`src/rtl/osd_edge_blank.sv`:
```
module osd_edge_blank #(
  parameter int ROWS = 4,
  parameter int REGW = 8,
  localparam int POSW = REGW - 1,
  localparam int IDXW = (ROWS > 1) ? $clog2(ROWS) : 1,
  localparam int SELW = $clog2(ROWS + 2)
) (
  input  logic                 clk,
  input  logic                 rst_n,
  input  logic                 wr_en,
  input  logic [SELW-1:0]      wr_sel,
  input  logic [REGW-1:0]      wr_data,
  input  logic                 row_act,
  input  logic [IDXW-1:0]      row_idx,
  input  logic [2:0]           dot_col,
  output logic                 dot_o,
  output logic                 rim_o,
  output logic                 fblank_o,
  output logic [ROWS*POSW-1:0] vpos_o,
  output logic [POSW-1:0]      hpos_o
);
  localparam logic [SELW-1:0] SEL_H = SELW'(ROWS);
  localparam logic [SELW-1:0] SEL_E = SELW'(ROWS + 1);

  logic [REGW-1:0] vreg [ROWS];
  logic [REGW-1:0] hreg;
  logic [ROWS-1:0] een;
  logic [2:0]      lft, mid;
  logic            act_m;
  logic [IDXW-1:0] idx_m;

  always_ff @(posedge clk or negedge rst_n) begin
    if (!rst_n) begin
      for (int i = 0; i < ROWS; i++) vreg[i] <= '0;
      hreg <= '0;
      een  <= '0;
    end else if (wr_en) begin
      if (wr_sel == SEL_H) hreg <= wr_data;
      else if (wr_sel == SEL_E) een <= wr_data[ROWS-1:0];
      else if (int'(wr_sel) < ROWS) vreg[wr_sel[IDXW-1:0]] <= wr_data;
    end
  end

  for (genvar g = 0; g < ROWS; g++) begin : g_pos
    assign vpos_o[g*POSW +: POSW] = vreg[g][POSW-1:0];
  end
  assign hpos_o = hreg[POSW-1:0];

  wire shadow = hreg[REGW-1];
  wire row_en = een[idx_m];
  wire fb_chr = vreg[idx_m][REGW-1];
  wire ctr    = mid[1];
  wire ring   = (|lft) | (|dot_col) | mid[0] | mid[2];
  wire near   = shadow ? lft[0] : ring;
  wire char_n = act_m & ctr;
  wire rim_n  = act_m & row_en & ~ctr & near;
  wire fb_n   = act_m & (~fb_chr | char_n | rim_n);

  always_ff @(posedge clk or negedge rst_n) begin
    if (!rst_n) begin
      lft      <= '0;
      mid      <= '0;
      act_m    <= 1'b0;
      idx_m    <= '0;
      dot_o    <= 1'b0;
      rim_o    <= 1'b0;
      fblank_o <= 1'b0;
    end else begin
      lft      <= mid;
      mid      <= dot_col;
      act_m    <= row_act;
      idx_m    <= row_idx;
      dot_o    <= char_n;
      rim_o    <= rim_n;
      fblank_o <= fb_n;
    end
  end

  AST_RIM_DOT_EXCL: assert property (@(posedge clk) disable iff (!rst_n) !(dot_o && rim_o));
  AST_IDLE_QUIET: assert property (@(posedge clk) disable iff (!rst_n)
    !act_m |=> !(dot_o || rim_o || fblank_o));
  AST_RIM_GATED: assert property (@(posedge clk) disable iff (!rst_n)
    (act_m && !een[idx_m]) |=> !rim_o);
  AST_BOX_BLANK: assert property (@(posedge clk) disable iff (!rst_n)
    (act_m && !vreg[idx_m][REGW-1]) |=> fblank_o);
  AST_BLANK_UNION: assert property (@(posedge clk) disable iff (!rst_n)
    (act_m && vreg[idx_m][REGW-1]) |=> (fblank_o == (dot_o || rim_o)));
  AST_SHADOW_SRC: assert property (@(posedge clk) disable iff (!rst_n)
    (act_m && hreg[REGW-1] && !lft[0]) |=> !rim_o);
endmodule

```
`config.mk`:
```
export PLATFORM = sky130hd
export DESIGN_NAME = osd_edge_blank
export DESIGN_NICKNAME = d
export VERILOG_FILES = /design/src/rtl/osd_edge_blank.sv
export SDC_FILE = /design/constraint.sdc
export NUM_CORES = 1
export LEC_CHECK = 0
export CAP_MARGIN = 10
export CORE_UTILIZATION = 60
export DETAILED_ROUTE_END_ITERATION = 6
export DONT_BUFFER_PORTS = 1
export GPL_TIMING_DRIVEN = 0
export PLACE_DENSITY = 0.76
export SLEW_MARGIN = 20
export SYNTH_ARGS = -nofsm -noshare
export SYNTH_HDL_FRONTEND = slang
export SYNTH_SLANG_ARGS = --single-unit
```
`constraint.sdc`:
```
create_clock -name clk -period 3.52 [get_ports clk]
set_clock_uncertainty 0.1 [all_clocks]
set_input_delay 0.352 -clock clk [delete_from_list [all_inputs] [get_ports clk]]
set_output_delay 0.352 -clock clk [all_outputs]
set_load 0.03 [all_outputs]
```
Word-level counts from Yosys, hierarchy flattened. Index checks and enable logic that the tools add are counted.

Bits in registers: 56. Word-level logic and storage cells: 51.

Reduce and logical (&&, ||, !) cells: 6. Mux-type cells: 9. Bitwise operators: 16. $lt $le $gt $ge: 5. Equality and inequality tests: 2.

Operators with widths (count): bitwise mux 32 bit (1); two-way mux 8 bit (3); binary-select mux 8 bit (select 2 bit) (1); demux 8 bit (select 2 bit) (1); equality test 3 bit, second input constant (2); greater-or-equal comparator 3 bit, second input constant (2); NOT 2 -> 3 bit (2); OR reduction 3 bit (2); bitwise AND 1 bit (5); bitwise OR 1 bit (5); NOT 1 bit (4); AND reduction 4 bit (1); less-than comparator 2 x 3 -> 1 bit, second input constant (1); less-than comparator 3 x 1 -> 1 bit, second input constant (1); less-than comparator 3 bit, second input constant (1); AND reduction 3 bit (1); binary-select mux 1 bit (select 2 bit) (1); two-way mux 1 bit (2); AND reduction 2 bit (1); logical AND 1 bit (1).

Logic depth before layout (Yosys ltp).
Depth after elaboration: 8. Depth in mapped cells: 4. Depth with buffers taken out: 3.

Least setup slack after synthesis. Ideal clock, no wire load.

Kind: input -> register. From: in wr_sel[0]. To: reg vreg, in the netlist vpos_o[0]. Data arrival time: 1.305 ns. Buffers on the path: 1. Setup time: 0.125 ns. Required time: 3.295 ns. Stages on the path: 3. Setup slack: 1.990 ns. Cell sequence: buf_6 nor4b_4 mux2_2.

Longest elaborated chain between the ends: 6.

Ends and longest elaborated chain: start, declared (RTL line 11) `input logic [SELW-1:0] wr_sel,`; NOT 2 -> 3 bit (implied by the code) (RTL line 40) `else if (int'(wr_sel) < ROWS) vreg[wr_sel[IDXW-1:0]] <= wr_data;`; greater-or-equal comparator 3 bit (implied by the code) / less-than comparator 3 x 1 -> 1 bit (equally long branches) (RTL line 40); logical AND 1 bit (implied by the code) (RTL line 40); two-way mux 8 bit (implied by the code) (RTL line 40); demux 8 bit (select 2 bit) (RTL line 40); bitwise mux 32 bit (RTL line 40); end, declared (RTL line 25) `logic [REGW-1:0] vreg [ROWS];`.

Several ways; a longest one is shown, not always the timed one. A chain may end at the register's enable or synchronous reset.

Worst setup path in the final report.
From: in wr_sel[0]. To: reg vreg[31] in the netlist's numbering.

The elaborated chain is that of the path after synthesis.

==> impl_metrics.env <==
export IMPL_async_flop_share=1.000
export IMPL_drtPass1Iterations=4
export IMPL_worstSetupPathType="input pin to register"
export IMPL_slew_headroom=0.5226
export IMPL_cts_resized_gates=0
export IMPL_holdWs_ps=92.01
export IMPL_antenna_found_initial=0
export IMPL_start_util=0.6377
export IMPL_dp_cells=207
export IMPL_ys_flop_type="dfrtp_1"
export IMPL_yosysSeqAreaShare=0.5870
export IMPL_vias_per_cell=5.484
export IMPL_worstMarginPinSlew_ps=713.1
export IMPL_irDropWorstVdd_uv=400.9
export IMPL_tritoncts="built"
export IMPL_cp_max_fo=8
export IMPL_num_vias=1223
export IMPL_fillers=290
export IMPL_setup_viol=0
export IMPL_worst_setup_path_end_kind="register"
export IMPL_worstReg2RegStart="idx_m[1]"
export IMPL_overflow=0
export IMPL_outcome="complete, no violations"
export IMPL_coreArea_sq_um=3744
export IMPL_numPortBuffers=0
export IMPL_drt_wl_total_um=4062
export IMPL_fin_cells=223
export IMPL_grt_pass1_wl_um=6396
export IMPL_die_area_sq_um=4235
export IMPL_period_needed_ps=1456
export IMPL_antennaDiodeCount=0
export IMPL_ys_ff_latch=56
export IMPL_rrSetupSlack_ps=2120
export IMPL_clock_root_buffer="clkbuf_8"
export IMPL_htree_levels=2
export IMPL_ys_warn_count=0
export IMPL_min_path_type="input pin to register"
export IMPL_clk_latency_ps=300
export IMPL_grt_max_degree=57
export IMPL_die_h_um=65.08
export IMPL_synthMostInstantiatedCell="dfrtp_1"
export IMPL_drt_iter0_markers=58
export IMPL_fmax_mhz=686.7
export IMPL_rows=22
export IMPL_fin_tns_setup_ps=0
export IMPL_postCtsHoldBufs=8
export IMPL_reg2reg_to="fblank_o"
export IMPL_fin_nets=194
export IMPL_design_area_sq_um=2634
export IMPL_drive_gt1_frac=0.5486
export IMPL_power_density_nw_per_um2=632.6
export IMPL_cp_endpoint="vreg[31]"
export IMPL_ff_latch_area_sq_um=1401
export IMPL_yosys_top_cells_area="dfrtp_1, mux2_2, buf_4"
export IMPL_synth_edff_count=0
export IMPL_multiInputGateArea_sq_um=701.9
export IMPL_crit_path_start="wr_sel[0]"
export IMPL_grt_setup_unrepaired="false"
export IMPL_grt_usage=0.2095
export IMPL_hold_violations=0
export IMPL_grt_pass1_vias=1310
export IMPL_startpoint_type="input pin"
export IMPL_placed_area_sq_um=2447
export IMPL_numCtsBuffers=5
export IMPL_yosysTopAreaCell="dfrtp_1"
export IMPL_slew_viol_final=0
export IMPL_syn_area_per_cell_sq_um=15.01
export IMPL_post_drt_wl_per_cell_um=18.22
export IMPL_place_gp_congestion=0.7522
export IMPL_area_growth_pct=10.33
export IMPL_postCtsSetupBuffers=0
export IMPL_min_period_over_period=0.4137
export IMPL_netlist_instances=159
export IMPL_critPathArrivalTime_ps=1550
export IMPL_path_clk_slew_ps=100
export IMPL_required_ps=3610
export IMPL_r2r_cells=3
export IMPL_max_cap_viol_count=0
export IMPL_synth_cell_types=22
export IMPL_die_x_um=65.08
export IMPL_cts_sinks=56
export IMPL_drc=0
export IMPL_syn_nets=179
export IMPL_final_antenna_net_count=0
export IMPL_design_portCount=58
export IMPL_synth_top_area_share=0.5870
export IMPL_ctsLongestPathBuffers=2
export IMPL_dp_hpwl_um=2841
export IMPL_syn_area_sq_um=2387
export IMPL_synthTopCellsByCount="dfrtp_1, mux2_2, buf_4"
export IMPL_power_leakage_nw=1.189
## stage by stage
| step | utilization | setup WS, ps | total power [mW] |
|---|---|---|---|
| 3_3_place_gp | 0.6537 | 1738 | 1.299 |
| 5_1_grt | 0.7035 | 2022 | 1.735 |
| 3_5_place_dp | 0.6537 | 1703 | 1.321 |
| 4_1_cts | 0.7035 | 2026 | 1.682 |
| 2_1_floorplan | - | 1990 | 1.269 |
| 6_report | 0.7035 | 2064 | 1.666 |
## sequential cells by signal, summed over array words and instances, names as in the netlist
register / count
een: 4
act_m: 1
dot_o: 1
vpos_o: 28
fblank_o: 1
hreg: 8
vreg: 4
lft: 3
idx_m: 2
mid: 3
rim_o: 1
## cell families (layout without fill, tap and decap cells)
| family | Yosys count | in the layout | synth area share |
|---|---|---|---|
| flip-flops | 56 | 56 | 0.5870 |
| buffers and inverters | 38 | 54 | 0.1190 |
| AO/OA/AOI/OAI | 2 | 2 | 0.006815 |
| AND/OR/NAND/NOR | 16 | 16 | 0.06185 |
| multiplexers | 47 | 47 | 0.2254 |
## report_power, final
| part | switching [mW] | internal (mW) | total, mW |
|---|---|---|---|
| logic | 0.272 | 0.218 | 0.490 |
| registers | 0.0699 | 0.762 | 0.832 |
| clock network | 0.202 | 0.142 | 0.344 |
| total | 0.544 | 1.12 | 1.67 |
## routing by layer
metal / global-route usage / share of wire / vias up
li1: - / - / 549
met1: 0.2367 / 0.41 / 637
met2: 0.3659 / 0.53 / 32
met4: 0.08696 / 0.011 / 0
met5: 0 / 0 / -
met3: 0.06338 / 0.050 / 5
## worst max-delay path, cell delays in order
cell,delay [ps]
buf_6,110
nor4b_4,670
mux2_2,410
## placed cells by master (no fill, tap or decap), types with 2 or more instances in the layout
master / netlist / routed
clkbuf_8: 0 / 5
buf_2: 2 / 2
dlygate4sd3_1: 0 / 7
dfrtp_1: 56 / 56
mux2_2: 44 / 44
nand2_1: 2 / 2
nor4_1: 2 / 2
mux2i_1: 2 / 2
nand2b_1: 2 / 2
buf_4: 35 / 35
## worst min path at each step
| stage | start | to | cells after the start |
|---|---|---|---|
| final | wr_data[3] | een[3] | 1 |
| after floorplan | rst_n | act_m | 0 |
| after detailed placement | rst_n | idx_m[1] | 0 |
| after CTS | wr_data[3] | een[3] | 1 |
| after global placement | rst_n | dot_o | 0 |
| after global routing | wr_data[0] | vpos_o[14] | 1 |
## final cells by class
type / instances / share of cell area
Buffer: 38 / 0.1078
Clock buffer: 6 / 0.02755
Clock inverter: 2 / 0.006176
Multi-Input combinational cell: 65 / 0.2665
Sequential cell: 56 / 0.5321
Tap cell: 48 / 0.02280
Timing Repair Buffer: 8 / 0.03705
Power figures use the tool's default switching activity.
